File: config.mk
export PLATFORM = sky130hd
export DESIGN_NAME = nand_host_regs
export DESIGN_NICKNAME = d
export VERILOG_FILES = /design/src/rtl/nand_host_regs.sv
export SDC_FILE = /design/constraint.sdc
export NUM_CORES = 1
export LEC_CHECK = 0
export ABC_AREA = 1
export CAP_MARGIN = 20
export CELL_PAD_IN_SITES_DETAIL_PLACEMENT = 2
export CELL_PAD_IN_SITES_GLOBAL_PLACEMENT = 2
export CORE_ASPECT_RATIO = 0.5
export CORE_MARGIN = 4
export CORE_UTILIZATION = 30
export DETAILED_ROUTE_END_ITERATION = 8
export PLACE_DENSITY_LB_ADDON = 0.1
export SETUP_SLACK_MARGIN = 0.05
export SLEW_MARGIN = 20
export SYNTH_ARGS = -nofsm -noshare
export SYNTH_HDL_FRONTEND = slang
export SYNTH_SLANG_ARGS = --single-unit
File: constraint.sdc
create_clock -name clk -period 3.9 [get_ports clk]
set_clock_uncertainty 0.1 [all_clocks]
set_input_delay 0.78 -clock clk [delete_from_list [all_inputs] [get_ports clk]]
set_output_delay 0.78 -clock clk [all_outputs]
set_load 0.01 [all_outputs]
File: src/rtl/nand_host_regs.sv
module nand_host_regs #(
  parameter int ADDR_W  = 4,
  parameter int WORD_W  = 32,
  parameter int EVT_W   = 12,
  parameter int RUN_BIT = 28,
  parameter int SLOTS   = 3
) (
  input  logic                      clk,
  input  logic                      rst_n,
  input  logic                      bus_wr,
  input  logic [ADDR_W-1:0]         bus_addr,
  input  logic [WORD_W-1:0]         bus_wdata,
  output logic [WORD_W-1:0]         bus_rdata,
  input  logic [EVT_W-1:0]          evt_pulse,
  output logic                      desc_valid,
  input  logic                      desc_ready,
  output logic [SLOTS*WORD_W-1:0]   desc_words,
  output logic                      irq
);
  localparam int PTR_W = (SLOTS > 1) ? $clog2(SLOTS) : 1;
  localparam logic [ADDR_W-1:0] OFF_CTRL = ADDR_W'(0);
  localparam logic [ADDR_W-1:0] OFF_STAT = ADDR_W'(4);
  localparam logic [ADDR_W-1:0] OFF_CMD  = ADDR_W'(8);
  localparam logic [WORD_W-1:0] CTRL_RST = WORD_W'({EVT_W{1'b1}});
  localparam logic [PTR_W-1:0]  LAST_SLOT = PTR_W'(SLOTS - 1);

  logic [WORD_W-1:0] ctrl_q;
  logic [EVT_W-1:0]  stat_q;
  logic [PTR_W-1:0]  slot_q;
  logic              valid_q;

  wire wr_ctrl  = bus_wr && (bus_addr == OFF_CTRL);
  wire wr_stat  = bus_wr && (bus_addr == OFF_STAT);
  wire wr_cmd   = bus_wr && (bus_addr == OFF_CMD);
  wire run      = ctrl_q[RUN_BIT];
  wire run_rise = wr_ctrl && bus_wdata[RUN_BIT] && !run;
  wire take     = wr_cmd && run && !valid_q;
  wire last     = take && (slot_q == LAST_SLOT);

  wire [EVT_W-1:0] stat_clr = wr_stat ? bus_wdata[EVT_W-1:0] : '0;
  wire [EVT_W-1:0] stat_set = evt_pulse | EVT_W'(run_rise);

  always_ff @(posedge clk or negedge rst_n) begin
    if (!rst_n) begin
      ctrl_q <= CTRL_RST;
      stat_q <= '0;
    end else begin
      if (wr_ctrl) ctrl_q <= bus_wdata;
      stat_q <= (stat_q & ~stat_clr) | stat_set;
    end
  end

  always_ff @(posedge clk or negedge rst_n) begin
    if (!rst_n) begin
      slot_q  <= '0;
      valid_q <= 1'b0;
    end else begin
      if (!run)      slot_q <= '0;
      else if (take) slot_q <= last ? '0 : slot_q + PTR_W'(1);
      if (last)            valid_q <= 1'b1;
      else if (desc_ready) valid_q <= 1'b0;
    end
  end

  for (genvar g = 0; g < SLOTS; g++) begin : g_slot
    always_ff @(posedge clk or negedge rst_n) begin
      if (!rst_n)
        desc_words[g*WORD_W +: WORD_W] <= '0;
      else if (take && slot_q == PTR_W'(g))
        desc_words[g*WORD_W +: WORD_W] <= bus_wdata;
    end
  end

  always_comb begin
    case (bus_addr)
      OFF_CTRL: bus_rdata = ctrl_q;
      OFF_STAT: bus_rdata = WORD_W'(stat_q);
      default:  bus_rdata = '0;
    endcase
  end

  assign desc_valid = valid_q;
  assign irq        = |(stat_q & ~ctrl_q[EVT_W-1:0]);
endmodule

==> results.md, run 1 <==
* Outcome: finished clean
* Seq/Total Area, Yosys at 0.596
* Vias at 4960
* DR iter-0 viols at 124
* Most used cell, CP: clkdlybuf4s50_1
* Clk pwr share at 0.403
* PortBufs at 181
* Comb power frac at 0.163
* Crit path from: bus_addr[1]
* CP max-delay cell: clkdlybuf4s50_1
* Final Max Tran Viols at 0
* Initial core utilization at 0.308
* Metal3 WL at 634 um
* Final net count at 865
* Layout cells sized above 1 at 0.127
* Final Cycle Share at 0.936
* Net Sw Frac at 0.265
* Mapped Avg Cell Area at 9.45 um2
* Pleak at 0.00395 uW
* Vias per cell at 4.54
* Pwr Total at 4070 uW
* Syn. warnings at 0
* Resized Gates After CTS at 0
* Area occupied by multi-input gates at 0.00186 mm2
* CP arrival at 2.77 ns
* Pre-antenna DRT Iters at 4
* #FFs+latches synth at 143
* Slew margin rel. at 0.353
* Mapped Area at 0.00603 mm2
* Synthesized instance count at 638
* Pwr/cell area at 473 mW/mm2
* Hold Vio Cnt, Final at 0
* CP cell instances: clkdlybuf4s50_1 > nor2_8 > nand2_2 > buf_4 > o21ai_0 > clkdlybuf4s50_1
* CORE AREA at 0.0196 mm2
* Reg area at 0.00359 mm2
* Post-route ant nets at 0
* Final critical-path required period at 3.65 ns
* DR DRC count at 0
* Setup crit end kind: output pin
* RePlAce Congestion at 0.716
* Fill cell count at 2133
* Setup CP Type: primary input to output pin
* Maxcap violations at 0
* # setup viols final at 0
* N_diodes at 0
* Setup TNS at 0 ns
* Row count at 36
* Total routed wirelength at 19300 um
* HP Class: primary input to asynchronous set/reset pin
* R2r setup slk at 1.68 ns
* Sequential Power Share at 0.434
* Clock Tree Buf Depth at 2
* DP Wirelength at 13400 um
* Synth-to-layout area growth at 42.6%
* I/O pins at 182
* Max Fclk at 274 MHz
* GRT Overall Usage at 0.178
* Peak supply drop at 0.255 mV
* H-tree depth at 4
* Reg clk slew, reported paths at 0.06 ns
* DRT met1 WL at 8670 um
* Startpoint Class: primary input
* Synthesized net count at 690
* Setup bufs post-CTS at 0
* Routed wl met2 at 9760 um
* Clk Latency, worst-skew pair at 0.42 ns
* Die area at 0.0226 mm2
* Critical R2R Capture: desc_words[51]
* Num Clock Sinks at 143
* Setup crit end: bus_rdata[0]
* Height of the die at 108 um
* Slowest stage delay, CP at 0.57 ns
* Uppermost routed layer: met4
* CTS Buf Count at 17
* Worst-case reg-to-reg path depth at 6
* RR Startpoint: desc_valid
* Initial antenna violation count at 0
* Grt ovf at 0
* First-pass GRT wire length at 31200 um
* Vias in the first global route at 5577
* Cts hold-fix bufs at 0
* P_int at 2990 uW
* Switching power at 1080 uW
* Crit Path Max Fanout at 13
* Slew @ Worst Pin at 0.971 ns
* Post-DR wirelength/cell at 17.7 um
* Pin count of the biggest net entering global routing at 103
* Root Driver: clkbuf_16
* Die span in x at 208 um
* WP data required at 3.02 ns
* CTS tree: built
* Number of library cell types mapped by synthesis at 22
* Unrepaired setup endpoints after global routing: false
==> state kept, by name, indices dropped and copies added, names as in the netlist <==
signal / count
desc_words: 96
ctrl_q: 32
stat_q: 12
slot_q: 2
desc_valid: 1
==> critical path: cells and delay by family <==
kind | cells | cell delay (ns)
AND/OR/NAND/NOR | 2 | 0.45
buffers and inverters | 3 | 1.32
AO/OA/AOI/OAI | 1 | 0.20
==> Yosys cell counts <==
cell | instances | area [um2]
buf_2 | 8 | 40.0
buf_4 | 3 | 22.5
buf_6 | 15 | 169
clkbuf_1 | 4 | 15.0
clkbuf_2 | 1 | 5.00
dfrtp_1 | 131 | 3280
dfstp_2 | 12 | 315
inv_1 | 91 | 342
nand2_1 | 175 | 657
nand2_2 | 2 | 12.5
nand3_1 | 11 | 55.1
nand3_2 | 3 | 30.0
nand3b_1 | 1 | 7.51
nand4_1 | 2 | 12.5
nor2_1 | 29 | 109
nor2_2 | 2 | 12.5
nor2_4 | 2 | 22.5
nor2_8 | 1 | 20.0
o21ai_0 | 42 | 210
o21ai_1 | 50 | 250
o21ai_2 | 45 | 394
o22ai_1 | 8 | 50.1
==> cell type report <==
type,instances,share of cell area
sequential,143,0.418
inverter,91,0.0397
timing repair buffer,187,0.219
multi-input combinational,373,0.217
tap,266,0.0387
clock buffer,21,0.0547
clock inverter,11,0.0132
==> worst min path at each step <==
stage	from	end	slack, ns	cells after the start
after floorplan	stat_q[11]	stat_q[11]	0.34	2
after global placement	stat_q[2]	stat_q[2]	0.35	2
after detailed placement	stat_q[7]	stat_q[7]	0.36	2
after CTS	rst_n	desc_words[73]	0.16	1
after global routing	rst_n	desc_words[73]	0.18	1
final	rst_n	desc_words[73]	0.17	1
==> per-layer routing <==
layer | global-route usage | vias to the layer above
li1 | - | 2349
met4 | 0.0571 | 0
met2 | 0.314 | 87
met1 | 0.223 | 2506
met5 | 0 | -
met3 | 0.0374 | 18
==> placed cells by master (no fill, tap or decap), drive strengths merged <==
| cell | synthesis | layout |
|---|---|---|
| clkdlybuf4s50 | 0 | 180 |
| nand2 | 177 | 177 |
| o21ai | 137 | 137 |
| dfrtp | 131 | 131 |
| inv | 91 | 91 |
| nor2 | 34 | 34 |
| clkbuf | 5 | 21 |
| nand3 | 14 | 14 |
| dfstp | 12 | 12 |
| o22ai | 8 | 8 |
| clkinv | 0 | 7 |
| buf | 26 | 7 |
| nand4 | 2 | 2 |
| bufinv | 0 | 2 |
| clkinvlp | 0 | 2 |
| nand3b | 1 | 1 |
==> per-stage QoR <==
stage	instance area, um2	utilization	hold slack (ns)	worst slack [ns]	std cells
after floorplan	6030	-	0.341	1.52	638
after global placement	8010	0.409	0.354	0.246	1060
after detailed placement	8010	0.409	0.364	0.194	1060
after CTS	8600	0.439	0.164	0.192	1092
after global routing	8600	0.439	0.183	0.0778	1092
final	8600	0.439	0.166	0.249	1092
==> power by group through the flow <==
stage                     Sequential (uW)  Clock (uW)  Combinational (uW)
after detailed placement             1790           0                 674
final                                1770        1640                 663
after floorplan                      1820           0                 222
after CTS                            1770        1690                 683
after global routing                 1790        1760                 742
after global placement               1790           0                 660
==> cell families after synthesis <==
family                 synth area share
AOI/OAI and AO/OA                 0.150
buffers and inverters            0.0984
DFF                               0.596
and+or+nand+nor                   0.156
Note: power is estimated with default switching activity, not from simulation.
==> run 2: changes to the inputs <==
SKIP_LAST_GASP = 1   (was default)
==> results of run 2 <==
Final layout, timing and power as in run 1 (identical DEF).
